### src/rtl/abs_pkg.sv
package abs_pkg;
  typedef enum logic [1:0] {
    AM_IMM  = 2'd0,
    AM_ZP   = 2'd1,
    AM_ZPX  = 2'd2,
    AM_INDY = 2'd3
  } amode_e;

  typedef enum logic [1:0] {
    AK_READ  = 2'd0,
    AK_WRITE = 2'd1,
    AK_RMW   = 2'd2,
    AK_RSVD  = 2'd3
  } akind_e;

  typedef enum logic [1:0] {
    FO_NONE  = 2'd0,
    FO_CLEAR = 2'd1,
    FO_SET   = 2'd2,
    FO_RSVD  = 2'd3
  } flagop_e;

  // Bus-cycle states; ST_GUESS is the indirect access made before the page carry is known.
  typedef enum logic [3:0] {
    ST_FETCH = 4'd0,
    ST_OPND  = 4'd1,
    ST_IDX   = 4'd2,
    ST_PLO   = 4'd3,
    ST_PHI   = 4'd4,
    ST_GUESS = 4'd5,
    ST_EXEC  = 4'd6,
    ST_WBACK = 4'd7,
    ST_WNEW  = 4'd8
  } bstate_e;
endpackage

### src/rtl/abs_fsm.sv
module abs_fsm
  import abs_pkg::*;
(
  input  logic       clk,
  input  logic       rst_n,
  input  logic [1:0] dec_mode,
  input  logic [1:0] dec_kind,
  input  logic [1:0] dec_flag,
  input  logic       carry_now,
  input  logic       carry_q,
  output bstate_e    state,
  output amode_e     mode_q,
  output akind_e     kind_q,
  output flagop_e    flag_q,
  output logic       last,
  output logic       penult
);
  bstate_e nxt;
  akind_e  kind_norm;
  logic    rmw;

  // Immediate never touches memory beyond its operand; the reserved kind reads.
  always_comb begin
    if (amode_e'(dec_mode) == AM_IMM || akind_e'(dec_kind) == AK_RSVD) kind_norm = AK_READ;
    else kind_norm = akind_e'(dec_kind);
  end

  assign rmw = (kind_q == AK_RMW);

  always_comb begin
    nxt    = ST_FETCH;
    last   = 1'b0;
    penult = 1'b0;
    unique case (state)
      ST_FETCH: begin
        nxt    = ST_OPND;
        penult = (amode_e'(dec_mode) == AM_IMM);
      end
      ST_OPND: begin
        unique case (mode_q)
          AM_IMM:  last = 1'b1;
          AM_ZP:   begin nxt = ST_EXEC; penult = !rmw; end
          AM_ZPX:  nxt = ST_IDX;
          AM_INDY: nxt = ST_PLO;
          default: last = 1'b1;
        endcase
      end
      ST_IDX: begin
        nxt    = ST_EXEC;
        penult = !rmw;
      end
      ST_PLO:  nxt = ST_PHI;
      ST_PHI: begin
        nxt    = ST_GUESS;
        penult = !rmw && !carry_now;
      end
      ST_GUESS: begin
        if (carry_q) begin
          nxt    = ST_EXEC;
          penult = !rmw;
        end else if (rmw) begin
          nxt = ST_WBACK;
        end else begin
          last = 1'b1;
        end
      end
      ST_EXEC: begin
        if (rmw) nxt = ST_WBACK;
        else last = 1'b1;
      end
      ST_WBACK: begin
        nxt    = ST_WNEW;
        penult = 1'b1;
      end
      ST_WNEW: last = 1'b1;
      default: last = 1'b1;
    endcase
  end

  always_ff @(posedge clk) begin
    if (!rst_n) begin
      state  <= ST_FETCH;
      mode_q <= AM_IMM;
      kind_q <= AK_READ;
      flag_q <= FO_NONE;
    end else begin
      state <= nxt;
      if (state == ST_FETCH) begin
        mode_q <= amode_e'(dec_mode);
        kind_q <= kind_norm;
        flag_q <= flagop_e'(dec_flag);
      end
    end
  end

  // the sampling cycle is always directly followed by the final cycle
  p_penult_then_last_r10: assert property (@(posedge clk) disable iff (!rst_n)
    penult |=> last);

  // an immediate instruction ends right after its opcode fetch
  p_imm_short_r3: assert property (@(posedge clk) disable iff (!rst_n)
    (state == ST_FETCH && amode_e'(dec_mode) == AM_IMM) |=> last);
endmodule

### src/rtl/abs_path.sv
module abs_path
  import abs_pkg::*;
#(
  parameter int          DW        = 8,
  parameter int          MODIFY_OP = 0,
  parameter logic [2*DW-1:0] RESET_PC = '0
) (
  input  logic          clk,
  input  logic          rst_n,
  input  bstate_e       state,
  input  amode_e        mode_q,
  input  akind_e        kind_q,
  input  logic [DW-1:0] rdata,
  input  logic [DW-1:0] idx_x,
  input  logic [DW-1:0] idx_y,
  input  logic [DW-1:0] st_data,
  output logic [2*DW-1:0] addr,
  output logic          bus_rd,
  output logic [DW-1:0] wdata,
  output logic          carry_now,
  output logic          carry_q
);
  localparam int AW = 2 * DW;
  localparam int HW = AW - DW;

  logic [AW-1:0] pc, ea;
  logic [DW-1:0] ptr_lo, data_q, idx_sum, mod_val;
  logic          exec_here;

  assign {carry_now, idx_sum} = {1'b0, ptr_lo} + {1'b0, idx_y};
  assign exec_here = (state == ST_EXEC) || (state == ST_GUESS && !carry_q);

  generate
    if (MODIFY_OP == 1) begin : g_dec
      assign mod_val = data_q - DW'(1);
    end else if (MODIFY_OP == 2) begin : g_shl
      assign mod_val = {data_q[DW-2:0], 1'b0};
    end else begin : g_inc
      assign mod_val = data_q + DW'(1);
    end
  endgenerate

  always_comb begin
    addr = ea;
    if (state == ST_FETCH || state == ST_OPND) addr = pc;
  end

  always_comb begin
    if (exec_here) bus_rd = (kind_q != AK_WRITE);
    else bus_rd = !(state == ST_WBACK || state == ST_WNEW);
  end

  always_comb begin
    unique case (state)
      ST_WBACK: wdata = data_q;
      ST_WNEW:  wdata = mod_val;
      default:  wdata = st_data;
    endcase
  end

  always_ff @(posedge clk) begin
    if (!rst_n) begin
      pc      <= RESET_PC;
      ea      <= '0;
      ptr_lo  <= '0;
      data_q  <= '0;
      carry_q <= 1'b0;
    end else begin
      unique case (state)
        ST_FETCH: pc <= pc + AW'(1);
        ST_OPND: begin
          pc <= pc + AW'(1);
          ea <= {{HW{1'b0}}, rdata};
        end
        ST_IDX: ea[DW-1:0] <= ea[DW-1:0] + idx_x;
        ST_PLO: begin
          ptr_lo     <= rdata;
          ea[DW-1:0] <= ea[DW-1:0] + DW'(1);
        end
        ST_PHI: begin
          ea      <= {rdata, idx_sum};
          carry_q <= carry_now;
        end
        ST_GUESS: if (carry_q) ea[AW-1:DW] <= ea[AW-1:DW] + HW'(1);
        default: ;
      endcase
      if (exec_here && kind_q == AK_RMW) data_q <= rdata;
    end
  end

  // back-to-back writes only occur in read-modify-write, always to one address
  p_rmw_same_addr_r9: assert property (@(posedge clk) disable iff (!rst_n)
    (!bus_rd && $past(!bus_rd)) |-> $stable(addr));

  // the fixup access moves to the next page at the same low byte
  p_fix_page_r7: assert property (@(posedge clk) disable iff (!rst_n)
    (state == ST_GUESS && carry_q) |=>
      (addr[AW-1:DW] == HW'($past(addr[AW-1:DW]) + HW'(1)) &&
       addr[DW-1:0] == $past(addr[DW-1:0])));

  // page-zero modes never leave page zero
  p_zero_page_r5: assert property (@(posedge clk) disable iff (!rst_n)
    (state == ST_EXEC && (mode_q == AM_ZP || mode_q == AM_ZPX)) |-> (addr[AW-1:DW] == '0));
endmodule

### src/rtl/abs_irq.sv
module abs_irq
  import abs_pkg::*;
(
  input  logic    clk,
  input  logic    rst_n,
  input  logic    penult,
  input  logic    last,
  input  flagop_e flag_q,
  input  logic    irq,
  output logic    irq_taken,
  output logic    iflag
);
  logic seen;

  always_ff @(posedge clk) begin
    if (!rst_n) begin
      seen  <= 1'b0;
      iflag <= 1'b1;
    end else begin
      if (penult) seen <= irq && !iflag;
      else if (last) seen <= 1'b0;
      if (last) begin
        if (flag_q == FO_CLEAR) iflag <= 1'b0;
        else if (flag_q == FO_SET) iflag <= 1'b1;
      end
    end
  end

  assign irq_taken = last && seen;

  // the disable flag moves only at an instruction boundary
  p_flag_at_end_r11: assert property (@(posedge clk) disable iff (!rst_n)
    !$stable(iflag) |-> $past(last));

  // an accepted interrupt was requested and enabled one cycle earlier
  p_taken_sampled_r10: assert property (@(posedge clk) disable iff (!rst_n)
    irq_taken |-> $past(irq && !iflag));
endmodule

### src/rtl/amode_bus_seq.sv
module amode_bus_seq
  import abs_pkg::*;
#(
  parameter int DW        = 8,
  parameter int MODIFY_OP = 0,
  parameter logic [2*DW-1:0] RESET_PC = '0
) (
  input  logic            clk,
  input  logic            rst_n,
  input  logic [1:0]      dec_mode,
  input  logic [1:0]      dec_kind,
  input  logic [1:0]      dec_flag,
  input  logic [DW-1:0]   idx_x,
  input  logic [DW-1:0]   idx_y,
  input  logic [DW-1:0]   st_data,
  input  logic [DW-1:0]   rdata,
  input  logic            irq,
  output logic [2*DW-1:0] addr,
  output logic            bus_rd,
  output logic [DW-1:0]   wdata,
  output logic            done,
  output logic            irq_taken
);
  bstate_e state;
  amode_e  mode_q;
  akind_e  kind_q;
  flagop_e flag_q;
  logic    last, penult, carry_now, carry_q, iflag;

  abs_fsm u_fsm (
    .clk(clk), .rst_n(rst_n),
    .dec_mode(dec_mode), .dec_kind(dec_kind), .dec_flag(dec_flag),
    .carry_now(carry_now), .carry_q(carry_q),
    .state(state), .mode_q(mode_q), .kind_q(kind_q), .flag_q(flag_q),
    .last(last), .penult(penult)
  );

  abs_path #(.DW(DW), .MODIFY_OP(MODIFY_OP), .RESET_PC(RESET_PC)) u_path (
    .clk(clk), .rst_n(rst_n),
    .state(state), .mode_q(mode_q), .kind_q(kind_q),
    .rdata(rdata), .idx_x(idx_x), .idx_y(idx_y), .st_data(st_data),
    .addr(addr), .bus_rd(bus_rd), .wdata(wdata),
    .carry_now(carry_now), .carry_q(carry_q)
  );

  abs_irq u_irq (
    .clk(clk), .rst_n(rst_n),
    .penult(penult), .last(last), .flag_q(flag_q), .irq(irq),
    .irq_taken(irq_taken), .iflag(iflag)
  );

  assign done = last;

  // an instruction boundary is always followed by an opcode read
  p_fetch_after_done_r1: assert property (@(posedge clk) disable iff (!rst_n)
    done |=> bus_rd);
endmodule

### config.mk
export PLATFORM = sky130hd
export DESIGN_NAME = amode_bus_seq
export DESIGN_NICKNAME = d
export VERILOG_FILES = /design/src/rtl/abs_pkg.sv /design/src/rtl/abs_fsm.sv /design/src/rtl/abs_path.sv /design/src/rtl/abs_irq.sv /design/src/rtl/amode_bus_seq.sv
export SDC_FILE = /design/constraint.sdc
export NUM_CORES = 1
export LEC_CHECK = 0
export BUFFER_PORTS_ARGS = -buffer_cell sky130_fd_sc_hd__buf_2
export CORE_MARGIN = 2
export CORE_UTILIZATION = 50
export CTS_CLUSTER_DIAMETER = 50
export CTS_CLUSTER_SIZE = 30
export DETAILED_ROUTE_END_ITERATION = 16
export GPL_TIMING_DRIVEN = 0
export PLACE_DENSITY = 0.73
export SKIP_LAST_GASP = 1
export SLEW_MARGIN = 0
export SYNTH_ARGS = -nofsm -noshare
export SYNTH_HDL_FRONTEND = slang
export SYNTH_SLANG_ARGS = --single-unit
### constraint.sdc
create_clock -name clk -period 3.2 [get_ports clk]
set_input_delay 0.64 -clock clk [delete_from_list [all_inputs] [get_ports clk]]
set_output_delay 0.64 -clock clk [all_outputs]
set_load 0.005 [all_outputs]
==> results of run 1 <==
critical path, stage by stage (launching register included):
cell      delay, ns
dfxtp_1        0.30
clkbuf_2       0.17
buf_2          0.21
nor3_1         0.24
clkbuf_1       0.38
clkbuf_1       0.41
nand2_1        0.12
nand2_1        0.08
buf_2          0.11
final timing paths:
| path | start | to | slack, ns | cells after the start |
|---|---|---|---|---|
| setup reg to reg | u_fsm.state[2] | u_path.ea[7] | 0.22 | 12 |
| setup / recovery | u_fsm.state[2] | addr[11] | 0.18 | 8 |
| hold reg to reg | u_path.ptr_lo[7] | u_path.ptr_lo[7] | 0.46 | 2 |
| hold / removal | u_path.ptr_lo[7] | u_path.ptr_lo[7] | 0.46 | 2 |
power by group through the flow:
stage	registers (mW)	clock network, mW	logic (mW)
finish	0.886	0.636	0.692
global route	0.893	0.665	0.771
CTS	0.883	0.635	0.685
detailed placement	0.899	0	0.680
global placement	0.899	0	0.667
floorplan	0.880	0	0.502
registers in the layout, summed over array words and instances (netlist names):
signal	flops
u_path.ea	16
u_path.pc	16
u_path.data_q	8
u_path.ptr_lo	8
u_fsm.state	4
u_fsm.flag_q	2
u_fsm.kind_q	2
u_fsm.mode_q	2
u_irq.iflag	1
u_irq.seen	1
u_path.carry_q	1
metal layers:
metal / GRT usage / vias up
met5: 0 / -
met4: 0.0628 / 0
met3: 0.0599 / 13
met2: 0.423 / 173
met1: 0.368 / 2002
li1: - / 2117
cell usage in the layout (no fill, tap or decap), types with 14 or more instances in the layout:
cell,instances
nand2_1,97
buf_2,71
dfxtp_1,61
nor2_1,58
a21oi_1,42
o21ai_0,40
mux2i_1,19
ha_1,19
clkbuf_1,15
inv_1,14
nand2b_1,14
logic make-up after synthesis:
group / Yosys count / synth area share
AO/OA/AOI/OAI: 144 / 0.225
flip-flops: 61 / 0.296
buffers and inverters: 43 / 0.0445
AND/OR/NAND/NOR: 241 / 0.276
XOR/XNOR: 20 / 0.0424
multiplexers: 20 / 0.0488
adder cells (fa/ha/maj): 21 / 0.0673
area by class of cell:
type                       count  area (um^2)  area share
timing repair buffer          66          330      0.0692
sequential                    61         1220       0.256
multi-input combinational    446         2730       0.571
clock buffer                  11          151      0.0317
clock inverter                 4         23.8     0.00498
tap                          105          131      0.0275
inverter                      15         56.3      0.0118
buffer                        28          131      0.0275
metrics by stage:
| step | worst slack (ns) | hold slack (ns) |
|---|---|---|
| after floorplan | 0.579 | 0.440 |
| after global placement | 0.0701 | 0.447 |
| after detailed placement | 0.0226 | 0.453 |
| after CTS | 0.117 | 0.463 |
| after global routing | -0.0412 | 0.492 |
| final | 0.181 | 0.460 |
what timing repair did:
action | CTS | global route
resized for setup | 1 | 4
endpoints found under the hold margin | 0 | 0
endpoints found under the setup margin | 1 | 5
buffers inserted | 0 | 0
==> impl_metrics.env, run 1 <==
export IMPL_status="finished, final reports clean"
export IMPL_cts_sinks=61
export IMPL_viasPerCell=5.85
export IMPL_end_kind="primary output"
export IMPL_antenna_cells=0
export IMPL_async_flop_share=0
export IMPL_start_util=0.510
export IMPL_synthCells=550
export IMPL_fin_crit_ns=3.02
export IMPL_synth_top_area_share=0.296
export IMPL_vias=4305
export IMPL_worstSetupPathType="reg2out"
export IMPL_peakVddDrop_v=0.000323
export IMPL_final_fill_count=784
export IMPL_gp_congestion=0.924
export IMPL_placed_area_um2=4590
export IMPL_setup_viol=0
export IMPL_grtUsageTotal=0.266
export IMPL_ant_nets=0
export IMPL_cp_arrival_ns=2.38
export IMPL_drive_above_1_share=0.162
export IMPL_tightest_slew_ns=0.552
export IMPL_wl_um=11600
export IMPL_p_sw_frac=0.357
export IMPL_io_buffers=66
export IMPL_core_area_um2=8090
export IMPL_cts_root_buf="clkbuf_8"
export IMPL_clock_power_share=0.287
export IMPL_powerDensity_nw_per_um2=464
export IMPL_p_switching_mw=0.790
export IMPL_hold_violations=0
export IMPL_p_seq_frac=0.400
export IMPL_grt_pass1_wl_um=18700
export IMPL_wl_met3_um=859
export IMPL_final_area_um2=4770
export IMPL_chipHeight_um=94.9
export IMPL_finalCritPeriodShare=0.943
export IMPL_wl_met1_um=5340
export IMPL_final_util=0.590
export IMPL_worst_path_max_fanout=10
export IMPL_syn_mean_instance_area_um2=7.51
export IMPL_cts_tree="done"
export IMPL_synth_area_top_cells="dfxtp_1 (30%), nand2_1 (8.8%), ha_1 (5.8%), nor2_1 (5.4%), a21oi_1 (5.1%)"
export IMPL_fin_tns_setup_ns=0
export IMPL_ctsHoldBuffers=0
export IMPL_synth_most_common_cell="nand2_1"
export IMPL_ys_seq_elements=61
export IMPL_synth_edf_count=0
export IMPL_yosysWarnings=0
export IMPL_ios=68
export IMPL_hp_class="reg2reg"
export IMPL_crit_path_start_kind="flop"
export IMPL_synth_area_um2=4130
export IMPL_rsz0062_at_grt="yes"
export IMPL_yosysUniqueCellTypes=64
export IMPL_dp_final_hpwl_um=8610
export IMPL_yosys_area_top_type="dfxtp_1"
export IMPL_fp_dieW_um=94.9
export IMPL_dieArea_um2=9000
export IMPL_clk_latency_ns=0.35
export IMPL_p_int_mw=1.42
export IMPL_antenna_found_initial=0
export IMPL_drv_cap=0
export IMPL_synth_ff_type="dfxtp_1"
export IMPL_firstDrtPassIters=6
export IMPL_grt_overflow_total=0
export IMPL_final_cells=736
export IMPL_grt_max_degree=11
export IMPL_drt_iter0_drc=309
export IMPL_power_mw=2.21
export IMPL_wl_per_cell_um=15.8
export IMPL_routed_wl_met2_um=5280
export IMPL_route_detailed_drc=0
export IMPL_relSlewSlack=0.632
export IMPL_worstPathRequired_ns=2.56
export IMPL_top_layer="met4"
export IMPL_leakagePower_nw=2.12
export IMPL_dp_cells=721
export IMPL_num_rows=33
export IMPL_yosysSeqAreaShare=0.296
export IMPL_skew_ns=0.00746
export IMPL_cts_made_buffers=9
export IMPL_combPwrFrac=0.313
export IMPL_syn_to_final_growth_pct=15.6
export IMPL_h_tree_depth=3
export IMPL_grt_pass1_vias=3865
export IMPL_cts_buffer_depth=2
export IMPL_fin_nets=689
export IMPL_final_max_slew_violation_count=0
export IMPL_ys_top_cells_by_count="nand2_1 (97), dfxtp_1 (61), nor2_1 (59)"
export IMPL_fmax_mhz=331
export IMPL_path_clk_slew_ns=0.07
export IMPL_syn_num_nets=612
Power figures use the tool's default switching activity.
==> run 2, diff against run 1 <==
--- a/config.mk
+++ b/config.mk
@@ -5,14 +5,15 @@
 export SDC_FILE = /design/constraint.sdc
 export NUM_CORES = 1
 export LEC_CHECK = 0
-export BUFFER_PORTS_ARGS = -buffer_cell sky130_fd_sc_hd__buf_2
+export BUFFER_PORTS_ARGS = -buffer_cell sky130_fd_sc_hd__clkbuf_2
 export CORE_MARGIN = 2
-export CORE_UTILIZATION = 50
+export CORE_UTILIZATION = 57
 export CTS_CLUSTER_DIAMETER = 50
 export CTS_CLUSTER_SIZE = 30
 export DETAILED_ROUTE_END_ITERATION = 16
 export GPL_TIMING_DRIVEN = 0
-export PLACE_DENSITY = 0.73
+export PLACE_DENSITY = 0.82
+export SKIP_CTS_REPAIR_TIMING = 1
 export SKIP_LAST_GASP = 1
 export SLEW_MARGIN = 0
 export SYNTH_ARGS = -nofsm -noshare
==> impl_metrics.env, run 2 (synthesis results as in run 1) <==
export IMPL_final_common_cell="nand2_1"
export IMPL_slowest_delay_ns=0.45
export IMPL_antenna_cells=0
export IMPL_worstPathRequired_ns=2.56
export IMPL_rsz0062_at_grt="no"
export IMPL_cts_made_buffers=9
export IMPL_cp_arrival_ns=2.38
export IMPL_drive_above_1_share=0.160
export IMPL_chipHeight_um=89.1
export IMPL_hold_slack_ns=0.464
export IMPL_route_detailed_drc=0
export IMPL_end_kind="primary output"
export IMPL_final_cell_mix="nand2_1 (97), clkbuf_2 (71), dfxtp_1 (61), nor2_1 (58), a21oi_1 (42)"
export IMPL_h_tree_depth=3
export IMPL_core_area_um2=7140
export IMPL_top_regs="u_path.ea (16), u_path.pc (16)"
export IMPL_clock_power_share=0.296
export IMPL_skew_ns=0.00922
export IMPL_cts_tree="done"
export IMPL_tightest_slew_ns=0.569
export IMPL_cts_root_buf="clkbuf_8"
export IMPL_start_util=0.579
export IMPL_cp_num_buf_inv=3
export IMPL_crit_chain="buf_2 > nor3_1 > and2_1 > clkbuf_1 > nand2_1 > o311ai_0 > clkbuf_2"
export IMPL_gp_congestion=0.921
export IMPL_viasPerCell=5.92
export IMPL_io_buffers=66
export IMPL_combPwrFrac=0.311
export IMPL_p_sw_frac=0.343
export IMPL_drt_iter0_drc=395
export IMPL_grt_overflow_total=0
export IMPL_grt_pass1_vias=3914
export IMPL_fin_nets=689
export IMPL_grt_max_degree=11
export IMPL_num_rows=31
export IMPL_finalCritPeriodShare=0.944
export IMPL_leakagePower_nw=2.12
export IMPL_fin_crit_ns=3.02
export IMPL_worst_path_max_fanout=10
export IMPL_dp_final_hpwl_um=8690
export IMPL_vias=4315
export IMPL_ios=68
export IMPL_wl_um=11700
export IMPL_final_max_slew_violation_count=0
export IMPL_clk_latency_ns=0.35
export IMPL_relSlewSlack=0.621
export IMPL_firstDrtPassIters=5
export IMPL_status="finished, final reports clean"
export IMPL_drv_cap=0
export IMPL_ant_nets=0
export IMPL_wl_per_cell_um=16.0
export IMPL_p_switching_mw=0.774
export IMPL_setup_viol=0
export IMPL_cts_sinks=61
export IMPL_dieArea_um2=7940
export IMPL_path_delay_family="buffers and inverters"
export IMPL_powerDensity_nw_per_um2=472
export IMPL_hp_class="reg2reg"
export IMPL_fmax_mhz=331
export IMPL_grtUsageTotal=0.306
export IMPL_hold_violations=0
export IMPL_crit_path_start_kind="flop"
export IMPL_syn_to_final_growth_pct=15.7
export IMPL_path_clk_slew_ns=0.06
export IMPL_peakVddDrop_v=0.000371
export IMPL_worstSetupPathType="reg2out"
export IMPL_cts_buffer_depth=2
export IMPL_grt_pass1_wl_um=18800
export IMPL_antenna_found_initial=0
export IMPL_p_int_mw=1.48
export IMPL_final_util=0.669
export IMPL_fp_dieW_um=89.1
export IMPL_crit_path_top_delay_cell="o311ai_0"
export IMPL_p_seq_frac=0.392
-- run 2: power groups by stage --
stage                     registers [mW]  logic (mW)  clock network [mW]
after floorplan                    0.880       0.502                   0
after global placement             0.898       0.662                   0
after detailed placement           0.901       0.686                   0
after CTS                          0.884       0.692               0.664
after global routing               0.894       0.785               0.701
final                              0.885       0.703               0.668
-- run 2: through the flow --
stage | area [um^2] | power (mW) | setup slack (ns) | setup TNS (ns) | cells
after floorplan | 4130 | 1.38 | 0.579 | 0 | 550
after global placement | 4580 | 1.56 | 0.0946 | 0 | 715
after detailed placement | 4580 | 1.59 | 0.00656 | 0 | 715
after CTS | 4760 | 2.24 | -0.0363 | -0.0363 | 729
after global routing | 4780 | 2.38 | 0.0412 | 0 | 729
final | 4780 | 2.26 | 0.179 | 0 | 729
-- run 2: final cells by class --
class | count | area [um^2]
multi-input combinational | 446 | 2730
fill | 656 | 2360
sequential | 61 | 1220
timing repair buffer | 66 | 330
clock buffer | 12 | 145
buffer | 28 | 133
tap | 99 | 124
inverter | 15 | 56.3
clock inverter | 2 | 35.0
-- run 2: layer usage --
| layer | wire length (um) | GRT usage | up-vias |
|---|---|---|---|
| met1 | 5120 | 0.409 | 2012 |
| met2 | 5420 | 0.490 | 181 |
| li1 | - | - | 2100 |
| met5 | 0 | 0 | - |
| met3 | 917 | 0.0766 | 22 |
| met4 | 245 | 0.0882 | 0 |
-- run 2: path summary, 6_finish.rpt --
kind	depth (start not counted)	startpoint	end	slack, ns
max	7	u_fsm.state[0]	wdata[6]	0.18
min reg2reg	2	u_path.ptr_lo[2]	u_path.ptr_lo[2]	0.46
max reg2reg	12	u_fsm.state[2]	u_path.ea[4]	0.31
min	2	u_path.ptr_lo[2]	u_path.ptr_lo[2]	0.46
-- run 2: worst min-delay path: cells and delay by family, from the launching register on --
kind	cells	cell delay [ns]
flip-flops	1	0.31
AO/OA/AOI/OAI	1	0.05
AND/OR/NAND/NOR	1	0.05
